--- src/rtl/resid_pkg.sv ---
package resid_pkg;
  localparam int NUM_RANGES = 3;
  localparam int Q_FRAC     = 8;
  localparam int PCT_FULL   = 100;

  typedef enum logic [1:0] {
    RNG_LOW  = 2'd0,
    RNG_MID  = 2'd1,
    RNG_HIGH = 2'd2
  } rng_e;

  typedef enum logic [1:0] {
    ST_IDLE,
    ST_ISSUE,
    ST_WAIT,
    ST_FINISH
  } seq_e;
endpackage

--- src/rtl/resid_classify.sv ---
module resid_classify
  import resid_pkg::*;
#(
  parameter int SAMP_W = 8
) (
  input  logic [SAMP_W-1:0] sample,
  input  logic [SAMP_W-1:0] lo_thr,
  input  logic [SAMP_W-1:0] hi_thr,
  output logic [1:0]        rng
);
  rng_e band;

  // Anything under the lower bound, including a gap below it, is low.
  always_comb begin
    if (sample > hi_thr)       band = RNG_HIGH;
    else if (sample >= lo_thr) band = RNG_MID;
    else                       band = RNG_LOW;
  end

  assign rng = band;
endmodule

--- src/rtl/resid_bank.sv ---
module resid_bank
  import resid_pkg::*;
#(
  parameter int CNT_W = 16
) (
  input  logic                        clk,
  input  logic                        rst,
  input  logic                        inc,
  input  logic [1:0]                  rng,
  input  logic                        accept,
  output logic [NUM_RANGES*CNT_W-1:0] cnt_o,
  output logic [NUM_RANGES*CNT_W-1:0] snap_o
);
  for (genvar r = 0; r < NUM_RANGES; r++) begin : g_band
    logic [CNT_W-1:0] cnt_q;
    logic [CNT_W-1:0] snap_q;
    logic [CNT_W-1:0] nxt;
    logic             hit;

    assign hit = inc && (rng == 2'(r));
    assign nxt = (hit && (cnt_q != {CNT_W{1'b1}})) ? cnt_q + CNT_W'(1) : cnt_q;

    always_ff @(posedge clk) begin
      if (rst) begin
        cnt_q  <= '0;
        snap_q <= '0;
      end else if (accept) begin
        snap_q <= nxt;
        cnt_q  <= '0;
      end else begin
        cnt_q  <= nxt;
      end
    end

    assign cnt_o[r*CNT_W +: CNT_W]  = cnt_q;
    assign snap_o[r*CNT_W +: CNT_W] = snap_q;
  end
endmodule

--- src/rtl/resid_divider.sv ---
module resid_divider #(
  parameter int NW = 24,
  parameter int DW = 18
) (
  input  logic          clk,
  input  logic          rst,
  input  logic          start,
  input  logic [NW-1:0] num,
  input  logic [DW-1:0] den,
  output logic          done,
  output logic [NW-1:0] quo
);
  localparam int CW = $clog2(NW + 1);

  logic [NW-1:0] q_q;
  logic [DW-1:0] rem_q;
  logic [DW-1:0] den_q;
  logic [CW-1:0] cnt_q;
  logic          run_q;
  logic          done_q;
  logic [DW:0]   trial;
  logic [DW-1:0] diff;
  logic          ge;

  assign trial = {rem_q, q_q[NW-1]};
  assign ge    = trial >= {1'b0, den_q};
  assign diff  = trial[DW-1:0] - den_q;

  always_ff @(posedge clk) begin
    if (rst) begin
      q_q    <= '0;
      rem_q  <= '0;
      den_q  <= '0;
      cnt_q  <= '0;
      run_q  <= 1'b0;
      done_q <= 1'b0;
    end else begin
      done_q <= 1'b0;
      if (start) begin
        q_q   <= num;
        den_q <= den;
        rem_q <= '0;
        cnt_q <= CW'(NW);
        run_q <= 1'b1;
      end else if (run_q) begin
        q_q   <= {q_q[NW-2:0], ge};
        rem_q <= ge ? diff : trial[DW-1:0];
        cnt_q <= cnt_q - CW'(1);
        if (cnt_q == CW'(1)) begin
          run_q  <= 1'b0;
          done_q <= 1'b1;
        end
      end
    end
  end

  assign done = done_q;
  assign quo  = q_q;
endmodule

--- src/rtl/resid_score_eval.sv ---
module resid_score_eval
  import resid_pkg::*;
#(
  parameter int NP     = 2,
  parameter int SAMP_W = 8,
  parameter int CNT_W  = 16,
  parameter int DES_W  = 7,
  parameter int Q_W    = 16
) (
  input  logic                           clk,
  input  logic                           rst,
  input  logic                           sample_vld,
  input  logic [NP*SAMP_W-1:0]           samples,
  input  logic [NP*SAMP_W-1:0]           thr_lo,
  input  logic [NP*SAMP_W-1:0]           thr_hi,
  input  logic [NP*NUM_RANGES*DES_W-1:0] desired_pct,
  input  logic                           window_done,
  output logic                           res_valid,
  output logic [NP*NUM_RANGES*Q_W-1:0]   ratio_o,
  output logic [NP*NUM_RANGES-1:0]       zero_flag,
  output logic [NP*Q_W-1:0]              score_o,
  output logic [Q_W+$clog2(NP)-1:0]      total_o
);
  localparam int NR      = NUM_RANGES;
  localparam int NRJ     = NP * NR;
  localparam int NJ      = NRJ + NP;
  localparam int JB      = $clog2(NJ);
  localparam int WIN_W   = CNT_W + $clog2(NR);
  localparam int SCALE   = PCT_FULL << Q_FRAC;
  localparam int SCALE_W = $clog2(SCALE + 1);
  localparam int RNUM_W  = CNT_W + SCALE_W;
  localparam int SUM_W   = Q_W + $clog2(NR);
  localparam int DIV_NW  = (RNUM_W > SUM_W) ? RNUM_W : SUM_W;
  localparam int DIV_DW  = WIN_W + DES_W;
  localparam int TOT_W   = Q_W + $clog2(NP);
  localparam int QMAX    = (1 << Q_W) - 1;

  // ---------------- classification and counting ----------------
  logic [NRJ*CNT_W-1:0] cnt_flat;
  logic [NRJ*CNT_W-1:0] snap_flat;
  seq_e                 state;
  logic                 accept;

  assign accept = window_done && (state == ST_IDLE);

  for (genvar p = 0; p < NP; p++) begin : g_par
    logic [1:0] rng;

    resid_classify #(.SAMP_W(SAMP_W)) cls_i (
      .sample (samples[p*SAMP_W +: SAMP_W]),
      .lo_thr (thr_lo[p*SAMP_W +: SAMP_W]),
      .hi_thr (thr_hi[p*SAMP_W +: SAMP_W]),
      .rng    (rng)
    );

    resid_bank #(.CNT_W(CNT_W)) bank_i (
      .clk    (clk),
      .rst    (rst),
      .inc    (sample_vld),
      .rng    (rng),
      .accept (accept),
      .cnt_o  (cnt_flat[p*NR*CNT_W +: NR*CNT_W]),
      .snap_o (snap_flat[p*NR*CNT_W +: NR*CNT_W])
    );
  end

  // ---------------- per-job operands ----------------
  logic [Q_W-1:0]    res_w   [NJ];
  logic              zf_w    [NRJ];
  logic [WIN_W-1:0]  win_len [NP];
  logic [SUM_W-1:0]  rsum    [NP];
  logic [DIV_NW-1:0] num_job [NJ];
  logic [DIV_DW-1:0] den_job [NJ];

  for (genvar p = 0; p < NP; p++) begin : g_sum
    always_comb begin
      win_len[p] = '0;
      rsum[p]    = '0;
      for (int r = 0; r < NR; r++) begin
        win_len[p] = win_len[p] + WIN_W'(snap_flat[(p*NR+r)*CNT_W +: CNT_W]);
        rsum[p]    = rsum[p] + SUM_W'(res_w[p*NR+r]);
      end
    end
    assign num_job[NRJ+p] = DIV_NW'(rsum[p]);
    assign den_job[NRJ+p] = DIV_DW'(NR);
  end

  for (genvar j = 0; j < NRJ; j++) begin : g_rjob
    assign num_job[j] = DIV_NW'(snap_flat[j*CNT_W +: CNT_W]) * DIV_NW'(SCALE);
    assign den_job[j] = DIV_DW'(win_len[j/NR]) * DIV_DW'(desired_pct[j*DES_W +: DES_W]);
  end

  // ---------------- sequencer ----------------
  logic [JB-1:0]     job;
  logic [DIV_NW-1:0] num_sel;
  logic [DIV_DW-1:0] den_sel;
  logic              den_zero;
  logic              div_start;
  logic              div_done;
  logic [DIV_NW-1:0] quo;
  logic              wr_en;
  logic              zero_now;
  logic [Q_W-1:0]    res_now;
  logic              last_job;

  assign num_sel   = num_job[job];
  assign den_sel   = den_job[job];
  assign den_zero  = (den_sel == '0);
  assign div_start = (state == ST_ISSUE) && !den_zero;
  assign zero_now  = (state == ST_ISSUE);
  assign wr_en     = ((state == ST_ISSUE) && den_zero) || ((state == ST_WAIT) && div_done);
  assign res_now   = zero_now ? '0 : ((quo > DIV_NW'(QMAX)) ? {Q_W{1'b1}} : quo[Q_W-1:0]);
  assign last_job  = (job == JB'(NJ - 1));

  resid_divider #(.NW(DIV_NW), .DW(DIV_DW)) div_i (
    .clk   (clk),
    .rst   (rst),
    .start (div_start),
    .num   (num_sel),
    .den   (den_sel),
    .done  (div_done),
    .quo   (quo)
  );

  always_ff @(posedge clk) begin
    if (rst) begin
      state <= ST_IDLE;
      job   <= '0;
    end else begin
      unique case (state)
        ST_IDLE: begin
          if (window_done) begin
            job   <= '0;
            state <= ST_ISSUE;
          end
        end
        ST_ISSUE, ST_WAIT: begin
          if (state == ST_ISSUE && !den_zero) begin
            state <= ST_WAIT;
          end else if (wr_en) begin
            if (last_job) begin
              state <= ST_FINISH;
            end else begin
              job   <= job + JB'(1);
              state <= ST_ISSUE;
            end
          end
        end
        default: state <= ST_IDLE;
      endcase
    end
  end

  for (genvar j = 0; j < NJ; j++) begin : g_res
    always_ff @(posedge clk) begin
      if (rst) res_w[j] <= '0;
      else if (wr_en && job == JB'(j)) res_w[j] <= res_now;
    end
  end

  for (genvar j = 0; j < NRJ; j++) begin : g_zf
    always_ff @(posedge clk) begin
      if (rst) zf_w[j] <= 1'b0;
      else if (wr_en && job == JB'(j)) zf_w[j] <= zero_now;
    end
  end

  // ---------------- registered result publication ----------------
  logic [TOT_W-1:0]           tot_sum;
  logic [NRJ*Q_W-1:0]         ratio_nx;
  logic [NRJ-1:0]             zf_nx;
  logic [NP*Q_W-1:0]          score_nx;

  always_comb begin
    tot_sum = '0;
    for (int p = 0; p < NP; p++) begin
      tot_sum            = tot_sum + TOT_W'(res_w[NRJ+p]);
      score_nx[p*Q_W +: Q_W] = res_w[NRJ+p];
    end
    for (int j = 0; j < NRJ; j++) begin
      ratio_nx[j*Q_W +: Q_W] = res_w[j];
      zf_nx[j]               = zf_w[j];
    end
  end

  always_ff @(posedge clk) begin
    if (rst) begin
      res_valid <= 1'b0;
      ratio_o   <= '0;
      zero_flag <= '0;
      score_o   <= '0;
      total_o   <= '0;
    end else begin
      res_valid <= 1'b0;
      if (state == ST_FINISH) begin
        res_valid <= 1'b1;
        ratio_o   <= ratio_nx;
        zero_flag <= zf_nx;
        score_o   <= score_nx;
        total_o   <= tot_sum;
      end
    end
  end
endmodule

--- config.mk ---
export PLATFORM = sky130hd
export DESIGN_NAME = resid_score_eval
export DESIGN_NICKNAME = d
export VERILOG_FILES = /design/src/rtl/resid_pkg.sv /design/src/rtl/resid_classify.sv /design/src/rtl/resid_bank.sv /design/src/rtl/resid_divider.sv /design/src/rtl/resid_score_eval.sv
export SDC_FILE = /design/constraint.sdc
export NUM_CORES = 2
export LEC_CHECK = 0
export BUFFER_PORTS_ARGS = -buffer_cell sky130_fd_sc_hd__buf_4
export CAP_MARGIN = 10
export CELL_PAD_IN_SITES_DETAIL_PLACEMENT = 2
export CELL_PAD_IN_SITES_GLOBAL_PLACEMENT = 2
export CORE_MARGIN = 5
export CORE_UTILIZATION = 44
export CTS_CLUSTER_SIZE = 16
export DETAILED_ROUTE_END_ITERATION = 10
export GPL_TIMING_DRIVEN = 0
export PLACE_DENSITY_LB_ADDON = 0.25
export SKIP_LAST_GASP = 1
export SYNTH_ARGS = -nofsm -noshare
export SYNTH_HDL_FRONTEND = slang
export SYNTH_HIERARCHICAL = 1
export SYNTH_SLANG_ARGS = --single-unit
--- constraint.sdc ---
create_clock -name clk -period 16.9 [get_ports clk]
set_input_delay 3.38 -clock clk [delete_from_list [all_inputs] [get_ports clk]]
set_output_delay 3.38 -clock clk [all_outputs]
set_load 0.01 [all_outputs]
## Word level (Yosys, flattened, before mapping)

Memory sizes are Yosys's and may differ from the RTL's. A register that Yosys moved wholly into a read port is not among the register bits.
Index checks and enable logic that the tools add are counted.

- Add/sub/neg operators: 18
- Order comparisons: 7
- Multipliers: 12
- Bitwise gates (word level): 16
- Multiplexer cells: 78
- Reductions and logical operators: 39
- Equal/unequal tests: 26

Operators by type and width:

| operator | number |
|---|---|
| 16-bit two-way mux | 16 |
| 18-bit by 7-bit multiplier with 25-bit output | 6 |
| 16-bit by 5-bit multiplier with 21-bit output (second input constant) | 6 |
| 31-bit two-way mux | 4 |
| 16-bit by 1-bit adder with 16-bit output (second input constant) | 6 |
| 16-bit inequality test (second input constant) | 6 |
| 31-bit binary-select mux with 3-bit select | 1 |
| 16-bit by 16-bit adder with 17-bit output | 5 |
| 25-bit binary-select mux with 3-bit select | 1 |
| 25-bit two-way mux | 3 |
| 17-bit by 16-bit adder with 18-bit output | 4 |
| 1-bit two-way mux | 39 |
| 31-bit by 16-bit greater-than comparator with 1-bit output (second input constant) | 1 |
| 26-bit by 25-bit greater-or-equal comparator with 1-bit output | 1 |
| 25-bit zero test | 1 |
| 25-bit subtractor | 1 |
| 1-bit logical AND | 24 |
| 8-bit greater-or-equal comparator | 2 |
| 8-bit greater-than comparator | 2 |
| 1-bit OR | 14 |
| 3-bit == test (second input constant) | 4 |
| 2-bit two-way mux | 6 |
| 3-bit two-way mux | 4 |
| 5-bit two-way mux | 2 |
| other kinds (23) | 37 |

- RAM bits: 134
- Memories kept: 2
- Bits in registers: 431

Memories:

| memory | depth | bits a word | read ports | clocked after Yosys merged registers in | wr ports | RTL line | text |
|---|---|---|---|---|---|---|---|
| res_w | 8 | 16 | 8 | 0 | 8 | resid_score_eval.sv:68 | `logic [Q_W-1:0] res_w [NJ];` |
| zf_w | 6 | 1 | 6 | 6 | 6 | resid_score_eval.sv:69 | `logic zf_w [NRJ];` |

## Depth between registers and ports, before layout

- Depth in word-level cells: 14
- Mapped depth: 43

## Hierarchy

The synthesis kept the hierarchy.

Modules (own cells, without submodules):

| module | area an instance (µm²) | cells each | seq. area each (µm²) | times used |
|---|---|---|---|---|
| resid_score_eval | 49461.2 | 5587 | 7166.9 | 1 |
| resid_bank | 3951.3 | 441 | 1921.8 | 2 |
| resid_divider | 5138.7 | 633 | 1761.7 | 1 |
| resid_classify | 390.4 | 56 | 0.0 | 2 |

## Least setup slack after synthesis

Ideal clock, no wire load.

- Path kind: input to register
- From: input port desired_pct[18]
- To: register div_i.den_q[24]
- Path slack: 6994 ps
- Buffers on the path: 6
- Setup time: 128 ps
- Stages on the path: 25
- Arrival time: 9778 ps
- Path through: clkbuf_1 > clkbuf_1 > nand2_1 > fa_1 > fa_1 > fa_1 > fa_1 > inv_1 > ha_1 > buf_2 > and3_1 > a221o_1 > a31o_2 > a221oi_1 > xor2_1 > a2111o_1 > o211ai_1 > nor4_1 > and4b_4 > a41oi_1 > clkbuf_1 > clkbuf_1 > buf_1 > mux2i_1 > nor2_1

- Longest elaborated chain between the ends: 7

Ends and longest elaborated chain:

| item | RTL line | text |
|---|---|---|
| start: declaration | resid_score_eval.sv:16 | `input logic [NP*NUM_RANGES*DES_W-1:0] desired_pct,` |
| 18-bit by 7-bit multiplier with 25-bit output | resid_score_eval.sv:90 | `assign den_job[j] = DIV_DW'(win_len[j/NR]) * DIV_DW'(desired_pct[j*DES_W +: DES_W]);` |
| 25-bit binary-select mux with 3-bit select | resid_score_eval.sv:107 | `assign den_sel = den_job[job];` |
| 25-bit two-way mux (not written as such) (2 in series) | resid_score_eval.sv:107 |  |
| via den_sel[18] | resid_score_eval.sv:96 | `logic [DIV_DW-1:0] den_sel;` |
| 25-bit zero test | resid_score_eval.sv:108 | `assign den_zero = (den_sel == '0);` |
| 1-bit zero test | resid_score_eval.sv:109 | `assign div_start = (state == ST_ISSUE) && !den_zero;` |
| 1-bit logical AND | resid_score_eval.sv:109 |  |
| via div_start | resid_score_eval.sv:98 | `logic div_start;` |
| end signal: assignment | resid_divider.sv:41 | `den_q <= den;` |
| end: declaration | resid_divider.sv:17 | `logic [DW-1:0] den_q;` |

The timed path passes the listed nets, and every way through them passes these cells. The select of a mux whose other input is x is not followed.
A chain may end at the register's enable or synchronous reset.

## Final worst setup path

- From: register g_par[1].bank_i.g_band[1].snap_q[1]
- To: register div_i.den_q[7]

- Longest elaborated chain between the ends: 9
- Elaborated cells between the ends (all ways): 11
- Classes of those cells: 2 x add/sub; 3 x mul; 3 x mux; 3 x reduce/logical

Ends and longest elaborated chain:

| item | RTL line | text |
|---|---|---|
| start: declaration | resid_bank.sv:16 | `logic [CNT_W-1:0] snap_q;` |
| start signal: assignment | resid_bank.sv:28 | `snap_q <= nxt;` |
| 16-bit by 16-bit adder with 17-bit output * | resid_score_eval.sv:80 | `win_len[p] = win_len[p] + WIN_W'(snap_flat[(p*NR+r)*CNT_W +: CNT_W]);` |
| 17-bit by 16-bit adder with 18-bit output * | resid_score_eval.sv:80 |  |
| 18-bit by 7-bit multiplier with 25-bit output | resid_score_eval.sv:90 |  |
| 25-bit binary-select mux with 3-bit select * | resid_score_eval.sv:107 |  |
| 25-bit two-way mux (not written as such) * (2 in series) | resid_score_eval.sv:107 |  |
| via den_sel[21] | resid_score_eval.sv:96 |  |
| 25-bit zero test * | resid_score_eval.sv:108 |  |
| 1-bit zero test * | resid_score_eval.sv:109 |  |
| 1-bit logical AND * | resid_score_eval.sv:109 |  |
| via div_start | resid_score_eval.sv:98 |  |

Mark *: on every way through the listed nets, which the timed path passes. The rest lies on a longest branch. The select of a mux whose other input is x is not followed.

==> results.cfg <==
[outcome]
status = finished, final reports clean

[pwr]
power_mw = 15.7
peakVddDrop_mv = 0.160
netSwitchingFraction = 0.586
seq_power_share = 0.105
power.static_leakage_nw = 30.8
intPower_mw = 6.52
combPwrFrac = 0.806
switchingPower_mw = 9.23
power_density_nw_per_um2 = 227
pwr-share-clk = 0.089

[setup_path]
critPathMaxFanout = 10
path_common_cell = fa_1
slowest_delay_ns = 0.96
worst-path-buf-inv = 8
cp.required_ns = 17.43
critical_path.top_delay_family = compound AO/OA/AOI/OAI gates
cp_slowest_cell = xnor2_1
cp-end-kind = flip-flop
crit_arrival_ns = 14.83
worst-setup-path-type = reg -> reg
start_kind = flip-flop

[cts]
clockBufferDepth = 3
insertion_delay_ns = 0.73
clock-root-buffer = clkbuf_16
post-cts-setup-buffers = 0
path_clk_slew_ns = 0.07
cts_buffers = 60
cts_resized = 0
h-tree-depth = 2
holdBufCountCts = 0
cts_tree = built
clock_sinks = 571

[floorplan]
io_pins = 246
core_um2 = 143000
fp.dieH_um = 389
rows = 139
dieArea_um2 = 152000
start_util = 0.442
dieWidth_um = 389

[synthesis]
ys_top_cells_by_area = fa_1 19%, ha_1 14%, dfxtp_1 14%
synth.distinct_cells = 115
synth_edf_count = 134
ys_seq_area_frac = 0.202
synthCells = 7214
yosysTopAreaCell = fa_1
synth.avg_cell_area_um2 = 8.77
yosysWarnings = 6
syn_nets = 8641
synth_area_um2 = 63300
synth_top_area_frac = 0.193
ys_ff_latch = 571
async_flop_share = 0
synthFlopType = dfxtp_1

[sta]
setup_tns_ns = 0
rsz0062_at_grt = false
relSlewSlack = 0.119
min_period_ns = 14.29
clock_skew_ns = 0.0982
final.period_utilization = 0.846
finalMaxSlewViolations = 0
tightest_slew_ns = 1.32
setup_viol = 0
clock.fmax_mhz = 70.0
hold_viol_final = 0

[layout]
layout-drive-gt1-share = 0.0638
nets = 8934
fin_area_um2 = 69400
post-route-util = 0.484
syn_to_final_growth_pct = 9.63

[placed_design]
hpwl_um = 223000
place.gp.congestion = 0.936
port_buffers = 230
postPlaceCellArea_um2 = 67400

[worst_hold_path]
hp-class = reg -> reg

[global_route]
grt_pass1_wl_um = 434000
grt_max_degree = 18
overflow = 0
antenna_found_initial = 8
grt_pass1_vias = 66415
grtUsageTotal = 0.375

[detailed_routing]
ant_nets = 0
viasPerCell = 6.17
drt-initial-drc-count = 4428
vias = 58348
wire_per_inst_um = 30.7
wirelength_um = 291000
drc = 0
drtPass1Iterations = 5

[run]
drv_cap = 0
placed cells by master (no fill, tap or decap), drive strengths merged, types with 99 or more instances in the layout:
master  instances
a211oi        100
a21o           99
a21oi         316
and2          280
buf           279
clkbuf        355
dfxtp         437
edfxtp        134
fa            610
ha            723
inv           846
mux2i         241
nand2         741
nand3         113
nor2          799
o21ai         228
xnor2         206
xor2          133
cells by family (layout without fill, tap and decap cells):
group                    count (synthesis)  after routing  synth area share
flip-flops                             571            571             0.202
multiplexers                           273            273            0.0480
AO/OA/AOI/OAI                         1148           1148             0.120
adder cells (fa/ha/maj)               1333           1333             0.336
other                                    0              3                 0
buffers and inverters                 1163           1507            0.0709
AND/OR/NAND/NOR                       2387           2387             0.176
XOR/XNOR                               339            339            0.0469
sequential cells by signal (all words and copies together), names as in the netlist, 2 cells and up:
signal                      count
total_o                        17
zero_flag                       6
div_i/rem_q                    25
ratio_o                        96
div_i/den_q                    25
g_par.bank_i/g_band.snap_q     96
res_w                         128
div_i/quo                      31
state                           2
zf_w                            6
job                             3
score_o                        32
g_par.bank_i/g_band.cnt_q      96
div_i/cnt_q                     5
power by group through the flow:
stage	clock [mW]	combinational, mW	sequential (mW)
global route	1.46	13.4	1.66
CTS	1.40	12.3	1.65
global placement	0	11.1	1.66
floorplan	0	7.54	1.60
finish	1.40	12.7	1.66
detailed placement	0	12.0	1.67
through the flow:
step	instances	worst slack (ns)	hold WS, ns
finish	9464	2.61	0.488
global route	9461	2.43	0.532
CTS	9460	3.13	0.487
detailed placement	9347	3.49	0.487
global placement	9347	4.11	0.462
floorplan	7214	6.99	0.457
synthesized netlist by cell type, types with 20 or more instances:
cell type  number
a21o_1         98
nand2b_1       44
fa_1          610
a211oi_1       98
clkbuf_1      271
o211ai_1       40
o21bai_1       37
nand2_1       739
nor4_1         26
o22ai_1        30
a21oi_1       313
nor2_1        798
and3_1         55
mux4_2         23
a31oi_1        44
o21a_1         31
o21ai_0       214
inv_1         842
nand3_1       111
xnor2_1       206
nand4_1        58
ha_1          723
or3_1          21
nor3_1         80
mux2i_1       241
and4_1         20
xor2_1        133
dfxtp_1       437
nor2b_1        61
edfxtp_1      134
and2_1        280
layout make-up:
type / instances / area [µm²]
Antenna cell: 3 / 7.51
Clock inverter: 29 / 264
Clock buffer: 84 / 1700
Timing Repair Buffer: 231 / 1740
Inverter: 844 / 3170
Fill cell: 15687 / 73900
Tap cell: 1903 / 2380
Multi-Input combinational cell: 5480 / 46000
Sequential cell: 571 / 12800
Buffer: 319 / 1320
routing by layer:
layer	global-route usage	vias up	share of wire
li1	-	24719	-
met1	0.453	30131	0.39
met2	0.633	2523	0.47
met3	0.0602	965	0.063
met4	0.216	10	0.070
met5	0	-	0.00049
worst paths after layout:
kind	start	end	slack, ns	cells past startpoint
worst max register to register	g_par[1].bank_i/g_band[1].snap_q[1]	div_i/den_q[7]	2.61	40
worst min register to register	div_i/rem_q[8]	div_i/rem_q[9]	0.49	2
worst max-delay path	g_par[1].bank_i/g_band[1].snap_q[1]	div_i/den_q[7]	2.61	40
worst min-delay path	div_i/rem_q[8]	div_i/rem_q[9]	0.49	2
worst register-to-register path: cells and delay by family, from the launching register on:
family,cells,cell delay (ns)
AOI/OAI and AO/OA,15,4.96
buffers and inverters,8,2.64
and+or+nand+nor,6,0.97
DFF,1,0.51
muxes,2,0.38
adders and majority gates,8,3.75
xor gates and xnor gates,1,0.96
(Power assumes the default switching activity.)
